`config.mk`:
```
export PLATFORM = sky130hd
export DESIGN_NAME = mii_rx_deframer
export DESIGN_NICKNAME = d
export VERILOG_FILES = /design/src/rtl/mii_rx_pkg.sv /design/src/rtl/mii_rx_sfd_hunt.sv /design/src/rtl/mii_rx_nibble_pack.sv /design/src/rtl/mii_rx_deframer.sv
export SDC_FILE = /design/constraint.sdc
export NUM_CORES = 1
export LEC_CHECK = 0
export BUFFER_PORTS_ARGS = -buffer_cell sky130_fd_sc_hd__buf_2
export CORE_UTILIZATION = 30
export CTS_CLUSTER_DIAMETER = 120
export DETAILED_ROUTE_END_ITERATION = 16
export SYNTH_ARGS = -nofsm -noshare
export SYNTH_HDL_FRONTEND = slang
export SYNTH_SLANG_ARGS = --single-unit
```
`constraint.sdc`:
```
create_clock -name clk -period 3.1 [get_ports clk]
set_input_delay 0.62 -clock clk [delete_from_list [all_inputs] [get_ports clk]]
set_output_delay 0.62 -clock clk [all_outputs]
set_load 0.02 [all_outputs]
```
`src/rtl/mii_rx_pkg.sv`:
```
package mii_rx_pkg;

    localparam int NIB_W  = 4;
    localparam int BYTE_W = 2 * NIB_W;

    localparam logic [NIB_W-1:0] PRE_NIB = 4'h5;
    localparam logic [NIB_W-1:0] SFD_HI  = 4'hD;

    typedef enum logic [1:0] {
        ST_IDLE = 2'd0,
        ST_HUNT = 2'd1,
        ST_DATA = 2'd2
    } rx_state_e;

    typedef struct packed {
        logic              valid;
        logic [BYTE_W-1:0] data;
        logic              sof;
        logic              err;
    } byte_out_t;

    typedef struct packed {
        logic eof;
        logic err;
        logic align;
    } frame_end_t;

    function automatic logic is_pre_nib(input logic [NIB_W-1:0] n);
        return n == PRE_NIB;
    endfunction

endpackage

```
`src/rtl/mii_rx_sfd_hunt.sv`:
```
module mii_rx_sfd_hunt
    import mii_rx_pkg::*;
(
    input  logic             clk,
    input  logic             rst,
    input  logic [NIB_W-1:0] nib,
    input  logic             nib_valid,
    output rx_state_e        state,
    output logic             sfd_hit,
    output logic             no_sfd
);

    logic prev_pre;

    // delimiter: a 0xD nibble directly after a 0x5 nibble, both valid
    assign sfd_hit = (state == ST_HUNT) && nib_valid && (nib == SFD_HI) && prev_pre;

    always_ff @(posedge clk) begin
        if (rst) begin
            state    <= ST_IDLE;
            prev_pre <= 1'b0;
            no_sfd   <= 1'b0;
        end else begin
            prev_pre <= nib_valid && is_pre_nib(nib);
            no_sfd   <= (state == ST_HUNT) && !nib_valid;
            unique case (state)
                ST_IDLE: if (nib_valid) state <= ST_HUNT;
                ST_HUNT: begin
                    if (!nib_valid)   state <= ST_IDLE;
                    else if (sfd_hit) state <= ST_DATA;
                end
                ST_DATA: if (!nib_valid) state <= ST_IDLE;
                default: state <= ST_IDLE;
            endcase
        end
    end

    // entering the data phase needs a valid 0xD nibble in the previous cycle
    assert_enter_data_R2: assert property (@(posedge clk) disable iff (rst)
        (state == ST_DATA && $past(state) != ST_DATA) |-> ($past(nib_valid) && $past(nib) == SFD_HI));

    // the no-delimiter pulse only follows a hunt that was cut short
    assert_nosfd_from_hunt_R8: assert property (@(posedge clk) disable iff (rst)
        no_sfd |-> ($past(state) == ST_HUNT && state == ST_IDLE));

endmodule

```
`src/rtl/mii_rx_nibble_pack.sv`:
```
module mii_rx_nibble_pack
    import mii_rx_pkg::*;
(
    input  logic             clk,
    input  logic             rst,
    input  rx_state_e        state,
    input  logic             sfd_hit,
    input  logic [NIB_W-1:0] nib,
    input  logic             nib_valid,
    input  logic             nib_err,
    output byte_out_t        byte_o,
    output frame_end_t       end_o
);

    logic             half;
    logic [NIB_W-1:0] lo_nib;
    logic             lo_err;
    logic             first;
    logic             frame_err;

    always_ff @(posedge clk) begin
        if (rst) begin
            half      <= 1'b0;
            lo_nib    <= '0;
            lo_err    <= 1'b0;
            first     <= 1'b0;
            frame_err <= 1'b0;
            byte_o    <= '0;
            end_o     <= '0;
        end else begin
            byte_o.valid <= 1'b0;
            byte_o.sof   <= 1'b0;
            byte_o.err   <= 1'b0;
            end_o        <= '0;

            // sticky frame error, armed when a burst starts
            if (state == ST_IDLE)
                frame_err <= nib_valid && nib_err;
            else if (nib_valid && nib_err)
                frame_err <= 1'b1;

            if (sfd_hit) begin
                half  <= 1'b0;
                first <= 1'b1;
            end else if (state == ST_DATA) begin
                if (!nib_valid) begin
                    end_o.eof   <= 1'b1;
                    end_o.err   <= frame_err;
                    end_o.align <= half;
                    half        <= 1'b0;
                end else if (!half) begin
                    lo_nib <= nib;
                    lo_err <= nib_err;
                    half   <= 1'b1;
                end else begin
                    byte_o.valid <= 1'b1;
                    byte_o.data  <= {nib, lo_nib};
                    byte_o.sof   <= first;
                    byte_o.err   <= lo_err | nib_err;
                    first        <= 1'b0;
                    half         <= 1'b0;
                end
            end
        end
    end

    assert_byte_spacing_R5: assert property (@(posedge clk) disable iff (rst)
        byte_o.valid |=> !byte_o.valid);

    assert_sof_on_byte_R4: assert property (@(posedge clk) disable iff (rst)
        byte_o.sof |-> byte_o.valid);

    assert_align_on_eof_R7: assert property (@(posedge clk) disable iff (rst)
        end_o.align |-> end_o.eof);

    assert_eof_alone_R6: assert property (@(posedge clk) disable iff (rst)
        !(byte_o.valid && end_o.eof));

    assert_eof_pulse_R6: assert property (@(posedge clk) disable iff (rst)
        end_o.eof |=> !end_o.eof);

endmodule

```
`src/rtl/mii_rx_deframer.sv`:
```
module mii_rx_deframer
    import mii_rx_pkg::*;
(
    input  logic              clk,
    input  logic              rst,
    input  logic [NIB_W-1:0]  mii_nib,
    input  logic              mii_valid,
    input  logic              mii_error,
    output logic              out_valid,
    output logic [BYTE_W-1:0] out_data,
    output logic              out_sof,
    output logic              out_err,
    output logic              out_eof,
    output logic              out_align_err,
    output logic              out_no_sfd
);

    rx_state_e  state;
    logic       sfd_hit;
    byte_out_t  byte_q;
    frame_end_t end_q;

    mii_rx_sfd_hunt u_hunt (
        .clk       (clk),
        .rst       (rst),
        .nib       (mii_nib),
        .nib_valid (mii_valid),
        .state     (state),
        .sfd_hit   (sfd_hit),
        .no_sfd    (out_no_sfd)
    );

    mii_rx_nibble_pack u_pack (
        .clk       (clk),
        .rst       (rst),
        .state     (state),
        .sfd_hit   (sfd_hit),
        .nib       (mii_nib),
        .nib_valid (mii_valid),
        .nib_err   (mii_error),
        .byte_o    (byte_q),
        .end_o     (end_q)
    );

    assign out_valid     = byte_q.valid;
    assign out_data      = byte_q.data;
    assign out_sof       = byte_q.sof;
    assign out_err       = byte_q.err | end_q.err;
    assign out_eof       = end_q.eof;
    assign out_align_err = end_q.align;

    assert_nosfd_excl_R8: assert property (@(posedge clk) disable iff (rst)
        out_no_sfd |-> (!out_eof && !out_valid));

    assert_nosfd_pulse_R8: assert property (@(posedge clk) disable iff (rst)
        out_no_sfd |=> !out_no_sfd);

endmodule

```
# Yosys cells after proc, flatten, opt, wreduce, memory -nomap -nowiden
# Index checks and enable logic that the tools add are counted.
dict set report op_classes {
  n_addsub 0
  mul 0
  div_mod_pow 0
  n_lt_le_gt_ge 0
  n_eq_ne 7
  shifts 0
  mux 15
  bitwise 6
  n_reduce_logical 21
}
# operator count
set op_table {}
lappend op_table {{11-bit 2-to-1 mux} 1}
lappend op_table {{1-bit 2-to-1 mux} 8}
lappend op_table {{2-bit 2-to-1 mux} 4}
lappend op_table {{4-bit AND reduction} 2}
lappend op_table {{2-bit nonzero test} 4}
lappend op_table {{4-bit OR reduction} 2}
lappend op_table {{1-bit logical AND} 6}
lappend op_table {{2-bit case mux with 3 select lines} 1}
lappend op_table {{3-bit AND reduction} 2}
lappend op_table {{5-bit OR reduction} 1}
lappend op_table {{4-bit by 3-bit == test with 1-bit output (second input constant)} 1}
lappend op_table {{4-bit == test (second input constant)} 1}
lappend op_table {{2-bit != test (second input constant)} 2}
lappend op_table {{1-bit NOT} 4}
lappend op_table {{3-bit 2-to-1 mux} 1}
lappend op_table {{3-bit != test (second input constant)} 1}
lappend op_table {{3-bit OR reduction} 1}
lappend op_table {{2-bit by 1-bit == test with 1-bit output (second input constant)} 1}
lappend op_table {{2-bit == test (second input constant)} 1}
lappend op_table {{2-bit zero test} 1}
lappend op_table {{1-bit OR} 2}
lappend op_table {{2-bit OR reduction} 1}
lappend op_table {{1-bit zero test} 1}
dict set report totals {
  regBits 26
  latchBits 0
  mem_bits_rw 0
  mem_bits_ro 0
  inputBits 8
  out_inout_bits 14
  word_cells 64
  n_memories 0
}

# Longest topological paths before layout
# Gate-level depths: netlist of run 1.
dict set report logic_depth {
  ltp_word 7
  mapped_depth 5
  depth_no_buf 3
}

# Modules after synthesis
# From an unflattened synthesis of run 1, not the netlist that was laid out.
dict set report hier_totals {
  cells_unflattened 82
  hier_area_um2 934.6
}
# module n_inst cells_per_inst area_each_um2 seq_area_each_um2
set by_module_without_submodules {}
lappend by_module_without_submodules {mii_rx_nibble_pack 1 66 780.7 440.4}
lappend by_module_without_submodules {mii_rx_sfd_hunt 1 15 147.6 80.1}
lappend by_module_without_submodules {mii_rx_deframer 1 1 6.3 0.0}

# Least setup slack after synthesis of run 1
# No wires, ideal clock.
dict set report synth_timing {
  kind {input port to flip-flop}
  start {in mii_valid}
  end {reg u_pack.lo_err}
  setup_time_ns 0.128
  arrival_time_ns 1.336
  required_time_ns 2.972
  setup_slack_ns 1.636
  stages 5
  n_path_buf 2
  cell_sequence {buf_2 -> and4bb_2 -> buf_4 -> mux2i_1 -> nor2_1}
}
dict set report synth_via {
  elab_chain_len 5
}
# item line_no
set synth_lines {}
lappend synth_lines {{from (decl)} mii_rx_deframer.sv:7} ;# input logic mii_valid,
lappend synth_lines {{1-bit logical AND (3 in a row)} mii_rx_sfd_hunt.sv:16} ;# assign sfd_hit = (state == ST_HUNT) && nib_valid && (nib == SFD_HI) && prev_pre;
lappend synth_lines {{1-bit NOT (no line)} n/a}
lappend synth_lines {{4-bit AND reduction (no line) (*)} n/a}
lappend synth_lines {{to (signal assigned)} mii_rx_nibble_pack.sv:53} ;# lo_err <= nib_err;
lappend synth_lines {{to (decl)} mii_rx_nibble_pack.sv:17} ;# logic lo_err;
# Every way passes the cells marked *; elsewhere a longest branch is shown, timed or not.
# A chain may end at the register's enable or synchronous reset.

# Worst setup path in the final report of run 1
dict set report layout_timing {
  start {reg u_pack.end_o[1] in the netlist's numbering}
  end {out out_err}
}
dict set report layout_via {
  elab_chain_len 1
}
# item line_no
set layout_lines {}
lappend layout_lines {{from (decl)} mii_rx_nibble_pack.sv:12} ;# output frame_end_t end_o
lappend layout_lines {{1-bit OR} mii_rx_deframer.sv:48} ;# assign out_err = byte_q.err | end_q.err;
lappend layout_lines {{to (decl)} mii_rx_deframer.sv:12} ;# output logic out_err,
# No other way between the ends.

==> run_results.csv, run 1 <==
group,metric,value,unit
min_path,min_from,"u_pack.byte_o[8]$_SDFFE_PP0P_",
final_layout,area_growth_syn_to_layout,10.52,%
final_layout,layout.nets,126,
logic_synthesis,synth_cell_types,27,
timing,max_slew_margin,0.7470,
cts,path_clk_slew,0.13,ns
timing,grt_setup_unrepaired,"no",
setup_path,critical_path.startpoint,"u_pack.end_o[1]$_SDFF_PP0_",
global_routing,grt_max_degree,21,
routing,postRouteAntennaNets,0,
global_routing,grt-ovfl-total,0,
global_routing,grt_usage,0.1132,
final_layout,diodes,0,
setup_path,critPathCaptureType,"output pin",
timing,finalHoldViolCount,0,
routing,vias,695,
logic_synthesis,syn_inst,106,
timing,fmax,0.5929,GHz
power_and_ir_drop,p_comb_frac,0.037,
routing,dr.pass1.iters,4,
die,fp.dieH,60.05,um
final_layout,final_cells,161,
logic_synthesis,postSynthAreaPerCell,9.537,um2
logic_synthesis,yosys_warnings,0,
cts,htree_levels,1,
logic_synthesis,syn_nets,114,
routing,wl_per_cell,10.57,um
setup_path,cpPeakStageDelay,0.32,ns
setup_path,path_max_fanout,1,
logic_synthesis,yosysSeqAreaShare,0.5149,
routing,first_iter_violations,9,
cts,cts_tree,"done",
routing,finalWirelength,1.701,mm
cts,cts_root_buffer,"clkbuf_4",
setup_path,required,2.48,ns
cts,clock_latency,0.32,ns
job,max_cap_violations,0,
timing,period_minus_slack,1.687,ns
die,die_w,60.05,um
routing,viasPerCell,4.317,
placed_design,hpwlAfterDp,1.213,mm
timing,setup_violations,0,
setup_path,crit_type,"reg -> out",
die,rows,20,
placed_design,port_buffers,21,
routing,drc,0,
cts,cts-resized-gates,0,
die,dieArea,3606,um2
placed_design,dp.cells,157,
timing,tns,0,ns
power_and_ir_drop,intPower,0.0004154,W
power_and_ir_drop,p_per_area,470.1,nW/um2
die,coreArea,3128,um2
cts,cts_hold_buf,0,
cts,cts_made_buffers,3,
power_and_ir_drop,p_sw_frac,0.2091,
power_and_ir_drop,vdd_drop_max,0.1883,mV
die,start_util,0.3232,
final_layout,drive_gt1_frac,0.2906,
power_and_ir_drop,power.switching,0.0001098,W
cts,clock_sinks,26,
cts,clockBufferDepth,2,
placed_design,gp_congestion,0.7255,
die,pin_count,22,
setup_path,crit_path_cell_trace,"or2_2 -> buf_2",
setup_path,r2r-start,"u_hunt.state[1]$_SDFFE_PP0P_",
setup_path,critPathLaunchType,"flip-flop",
status,outcome,"completed",
cts,cts_setup_buffers,0,
logic_synthesis,netlist_area,1011,um2
timing,fin_crit_sh,0.5441,
timing,skew,0.002565,ns
power_and_ir_drop,p_total,0.0005252,W
global_routing,grt_pass1_wl,2.904,mm
power_and_ir_drop,clockPowerShare,0.320,
setup_path,cp.arrival,1.07,ns
global_routing,antenna_found_initial,0,
min_path,hold_path_class,"reg -> reg",
power_and_ir_drop,pwr-share-seq,0.643,
timing,drv_slew,0,
setup_path,cp_slowest_cell,"dfxtp_1",
logic_synthesis,ys_seq_elements,26,
timing,tightest_slew,0.3747,ns
global_routing,grt_pass1_vias,670,
power_and_ir_drop,leakagePower,0.4637,nW
layout make-up:
class / count / area, um2
multi-input combinational: 64 / 392.9
tap: 44 / 55.05
fill: 325 / 2011
timing repair buffer: 21 / 105.1
clock buffer: 4 / 36.28
inverter: 2 / 7.507
sequential: 26 / 520.5
cell families after synthesis:
logic type,synth area share
AND/OR/NAND/NOR,0.2550
buffers and inverters,0.09653
flip-flops,0.5149
multiplexers,0.04951
AO/OA/AOI/OAI,0.08417
cells in the mapped netlist:
cell type	n	area [um2]
o21a_1	1	7.510
nand2b_1	2	12.51
o21ai_0	2	10.01
nand3_2	1	10.01
nor2_1	7	26.28
buf_2	3	15.01
or2_2	1	6.260
a21oi_1	10	50.05
o311ai_0	1	8.760
inv_1	2	7.510
nor3_1	3	15.01
o21ai_2	1	8.760
and4bb_2	1	12.51
buf_4	9	67.56
and2_1	3	18.77
or4_4	1	11.26
nand2_1	18	67.56
and4b_2	1	11.26
and2_2	1	7.510
mux2i_1	5	50.05
nor4b_1	1	8.760
dfxtp_1	26	520.5
nand3b_1	1	7.510
clkbuf_1	2	7.510
nor3b_1	1	7.510
nand3b_4	1	20.02
nand4b_2	1	15.01
per-layer routing:
layer / GRT usage / up-vias / share of wire
li1: - / 364 / -
met1: 0.1237 / 315 / 0.45
met2: 0.1889 / 12 / 0.48
met3: 0.02381 / 4 / 0.029
met4: 0.08970 / 0 / 0.038
met5: 0 / - / 0
worst paths after layout:
path | slack [ns] | end | depth (start not counted)
worst max register to register | 1.80 | u_pack.lo_nib[2]$_SDFFE_PP0P_ | 3
worst max-delay path | 1.41 | out_err | 2
worst min register to register | 0.46 | u_pack.byte_o[8]$_SDFFE_PP0P_ | 2
worst min-delay path | 0.46 | u_pack.byte_o[8]$_SDFFE_PP0P_ | 2
per-stage QoR:
| stage | utilization | hold WS (ns) | setup WS, ns | cell area, um2 |
|---|---|---|---|---|
| 3_5_place_dp | 0.3456 | 0.4446 | 1.443 | 1081 |
| 4_1_cts | 0.3572 | 0.4633 | 1.399 | 1117 |
| 6_report | 0.3572 | 0.4597 | 1.413 | 1117 |
| 2_1_floorplan | - | 0.4229 | 1.636 | 1011 |
| 5_1_grt | 0.3572 | 0.4812 | 1.368 | 1117 |
| 3_3_place_gp | 0.3456 | 0.4419 | 1.476 | 1081 |
power groups by stage:
stage | registers (W) | logic (W) | clock network (W)
global placement | 0.000345 | 0.0000191 | 0
floorplan | 0.000345 | 0.0000105 | 0
finish | 0.000338 | 0.0000196 | 0.000168
detailed placement | 0.000345 | 0.0000197 | 0
CTS | 0.000338 | 0.0000197 | 0.000176
global route | 0.000338 | 0.0000215 | 0.000186
worst max-delay path: cells and delay by family, from the launching register on:
kind,cells,cell delay (ns)
buf+inv,1,0.16
simple gates,1,0.27
flops,1,0.32
sequential cells by signal, indices dropped and copies added, names as in the netlist:
signal	count
u_hunt.no_sfd	1
u_hunt.prev_pre	1
u_hunt.state	2
u_pack.byte_o	11
u_pack.end_o	3
u_pack.first	1
u_pack.frame_err	1
u_pack.half	1
u_pack.lo_err	1
u_pack.lo_nib	4
layout by cell type, fill, tap and decap left out, types with 2 or more instances in the layout:
cell type and count:
clkbuf_4 3, inv_1 2, nor2_1 7, mux2i_1 5, a21oi_1 10, nand2_1 18
nor3_1 3, and2_1 3, o21ai_0 2, dfxtp_1 26, buf_2 21, nand2b_1 2
Note: power is estimated with default switching activity, not from simulation.
==> inputs of run 2 (changes only) <==
==> constraint.sdc (replaced) <==
create_clock -name clk -period 1.6 [get_ports clk]
set_input_delay 0.32 -clock clk [delete_from_list [all_inputs] [get_ports clk]]
set_output_delay 0.32 -clock clk [all_outputs]
set_load 0.02 [all_outputs]
==> run_results.csv, run 2 (synthesized netlist as in run 1, its figures left out) <==
group,metric,value,unit
setup_path,rrSetupSlack,0.33,ns
timing,drv_slew,0,
cts,clock_latency,0.32,ns
routing,postRouteAntennaNets,0,
cts,cts-resized-gates,0,
timing,finalHoldViolCount,0,
final_layout,largest_reg_flops,11,
routing,wl_per_cell,10.34,um
power_and_ir_drop,p_per_area,866.3,nW/um2
min_path,hold_path_class,"in -> reg",
setup_path,r2r-end,"u_pack.byte_o[1]$_SDFF_PP0_",
cts,cts_made_buffers,3,
routing,drc,0,
routing,dr.pass1.iters,5,
timing,tns,0,ns
timing,grt_setup_unrepaired,"no",
placed_design,hpwlAfterDp,1.211,mm
timing,setup_violations,0,
routing,viasPerCell,4.379,
final_layout,mostFrequentLayoutCell,"dfxtp_1",
final_layout,layout.nets,127,
die,coreArea,3128,um2
final_layout,most-common-layout-cells,"dfxtp_1, buf_2, nand2_1, a21oi_1, nor2_1",
cts,clockBufferDepth,2,
placed_design,placed_area,1089,um2
timing,fmax,0.7238,GHz
job,max_cap_violations,0,
final_layout,fin_util,0.3552,
final_layout,final_cell_area,1111,um2
timing,tightest_slew,0.3384,ns
setup_path,critPathTopFamily,"flip-flops",
cts,htree_levels,1,
placed_design,gp_congestion,0.6989,
die,start_util,0.3232,
global_routing,grt_pass1_wl,2.656,mm
setup_path,critical_path.startpoint,"u_pack.end_o[1]$_SDFF_PP0_",
die,pin_count,22,
final_layout,top_register,"u_pack.byte_o",
global_routing,grt_usage,0.09959,
setup_path,required,1.28,ns
global_routing,antenna_found_initial,0,
cts,cts_hold_buf,0,
setup_path,r2r-start,"u_hunt.state[1]$_SDFFE_PP0P_",
final_layout,diodes,0,
routing,first_iter_violations,23,
final_layout,drive_gt1_frac,0.2906,
die,fp.dieH,60.05,um
cts,path_clk_slew,0.13,ns
timing,max_slew_margin,0.7716,
timing,fin_crit_sh,0.8635,
setup_path,r2r_cells,3,
final_layout,seqCellArea,520.5,um2
setup_path,crit_path_cell_trace,"or2_2 -> buf_2",
die,dieArea,3606,um2
timing,period_minus_slack,1.382,ns
power_and_ir_drop,vdd_drop_max,0.1942,mV
final_layout,area_growth_syn_to_layout,9.901,%
min_path,min_from,"mii_nib[3]",
routing,vias,705,
routing,finalWirelength,1.665,mm
die,die_w,60.05,um
cts,cts_root_buffer,"clkbuf_4",
setup_path,cp.arrival,1.06,ns
placed_design,port_buffers,21,
die,rows,20,
global_routing,grt_max_degree,20,
global_routing,grt-ovfl-total,0,
timing,skew,0.002334,ns
setup_path,crit_type,"reg -> out",
setup_path,cp_slowest_cell,"dfxtp_1",
final_layout,nFillCells,334,
setup_path,cp.buffers_inverters,1,
setup_path,cpPeakStageDelay,0.32,ns
setup_path,crit_cells,2,
final_layout,reg_top3,"u_pack.byte_o (11), u_pack.lo_nib (4), u_pack.end_o (3)",
global_routing,grt_pass1_vias,623,
setup_path,critPathLaunchType,"flip-flop",
status,outcome,"completed",
cts,cts_setup_buffers,0,
power_and_ir_drop,leakagePower,0.4613,nW
setup_path,crit_end,"out_err",
cts,clock_sinks,26,
setup_path,critPathCaptureType,"output pin",
cts,cts_tree,"done",
setup_path,path_max_fanout,1,
final_layout,multi_input_area,392.9,um2
[run 2: cell count changes in the layout (fill, tap and decap cells not counted)]
cell      previous run  this run
buf_4                0         1
clkbuf_8             1         0
[run 2: report_power, final]
part	internal (W)	leakage, nW	switching [W]
clock network	0.0000883	0.0138	0.000181
registers	0.000651	0.210	0.00000323
logic	0.0000164	0.238	0.0000233
[run 2: worst min-delay path by stage]
stage                                     to  slack, ns  cells after the start
6_report          u_hunt.prev_pre$_SDFF_PP0_       0.21                      2
5_1_grt           u_hunt.prev_pre$_SDFF_PP0_       0.21                      2
4_1_cts           u_hunt.prev_pre$_SDFF_PP0_       0.20                      2
3_5_place_dp   u_pack.byte_o[4]$_SDFFE_PP0P_       0.45                      2
3_3_place_gp   u_pack.byte_o[7]$_SDFFE_PP0P_       0.44                      2
2_1_floorplan     u_hunt.prev_pre$_SDFF_PP0_       0.40                      1
[run 2: area by class of cell]
| type | count | area share |
|---|---|---|
| clock buffer | 3 | 0.02027 |
| multi-input combinational | 64 | 0.3536 |
| sequential | 26 | 0.4685 |
| timing repair buffer | 22 | 0.1014 |
| tap | 44 | 0.04955 |
| inverter | 2 | 0.006757 |
[run 2: per-stage QoR]
stage / setup WS [ns] / instances / power, W / hold slack, ns
after global routing: 0.1862 / 161 / 0.001002 / 0.2123
final: 0.2185 / 161 / 0.0009625 / 0.2131
after detailed placement: 0.3351 / 158 / 0.0007089 / 0.4459
after CTS: 0.1975 / 161 / 0.0009811 / 0.1960
after global placement: 0.3559 / 158 / 0.0007080 / 0.4400
after floorplan: 0.4360 / 106 / 0.0006888 / 0.3987
[run 2: per-layer routing]
metal,share of wire,wire (um),track usage,vias up
li1,-,-,-,371
met1,0.48,799,0.1248,318
met2,0.47,779,0.1524,14
met3,0.038,64,0.01948,2
met4,0.013,21,0.06977,0
met5,0,0,0,-
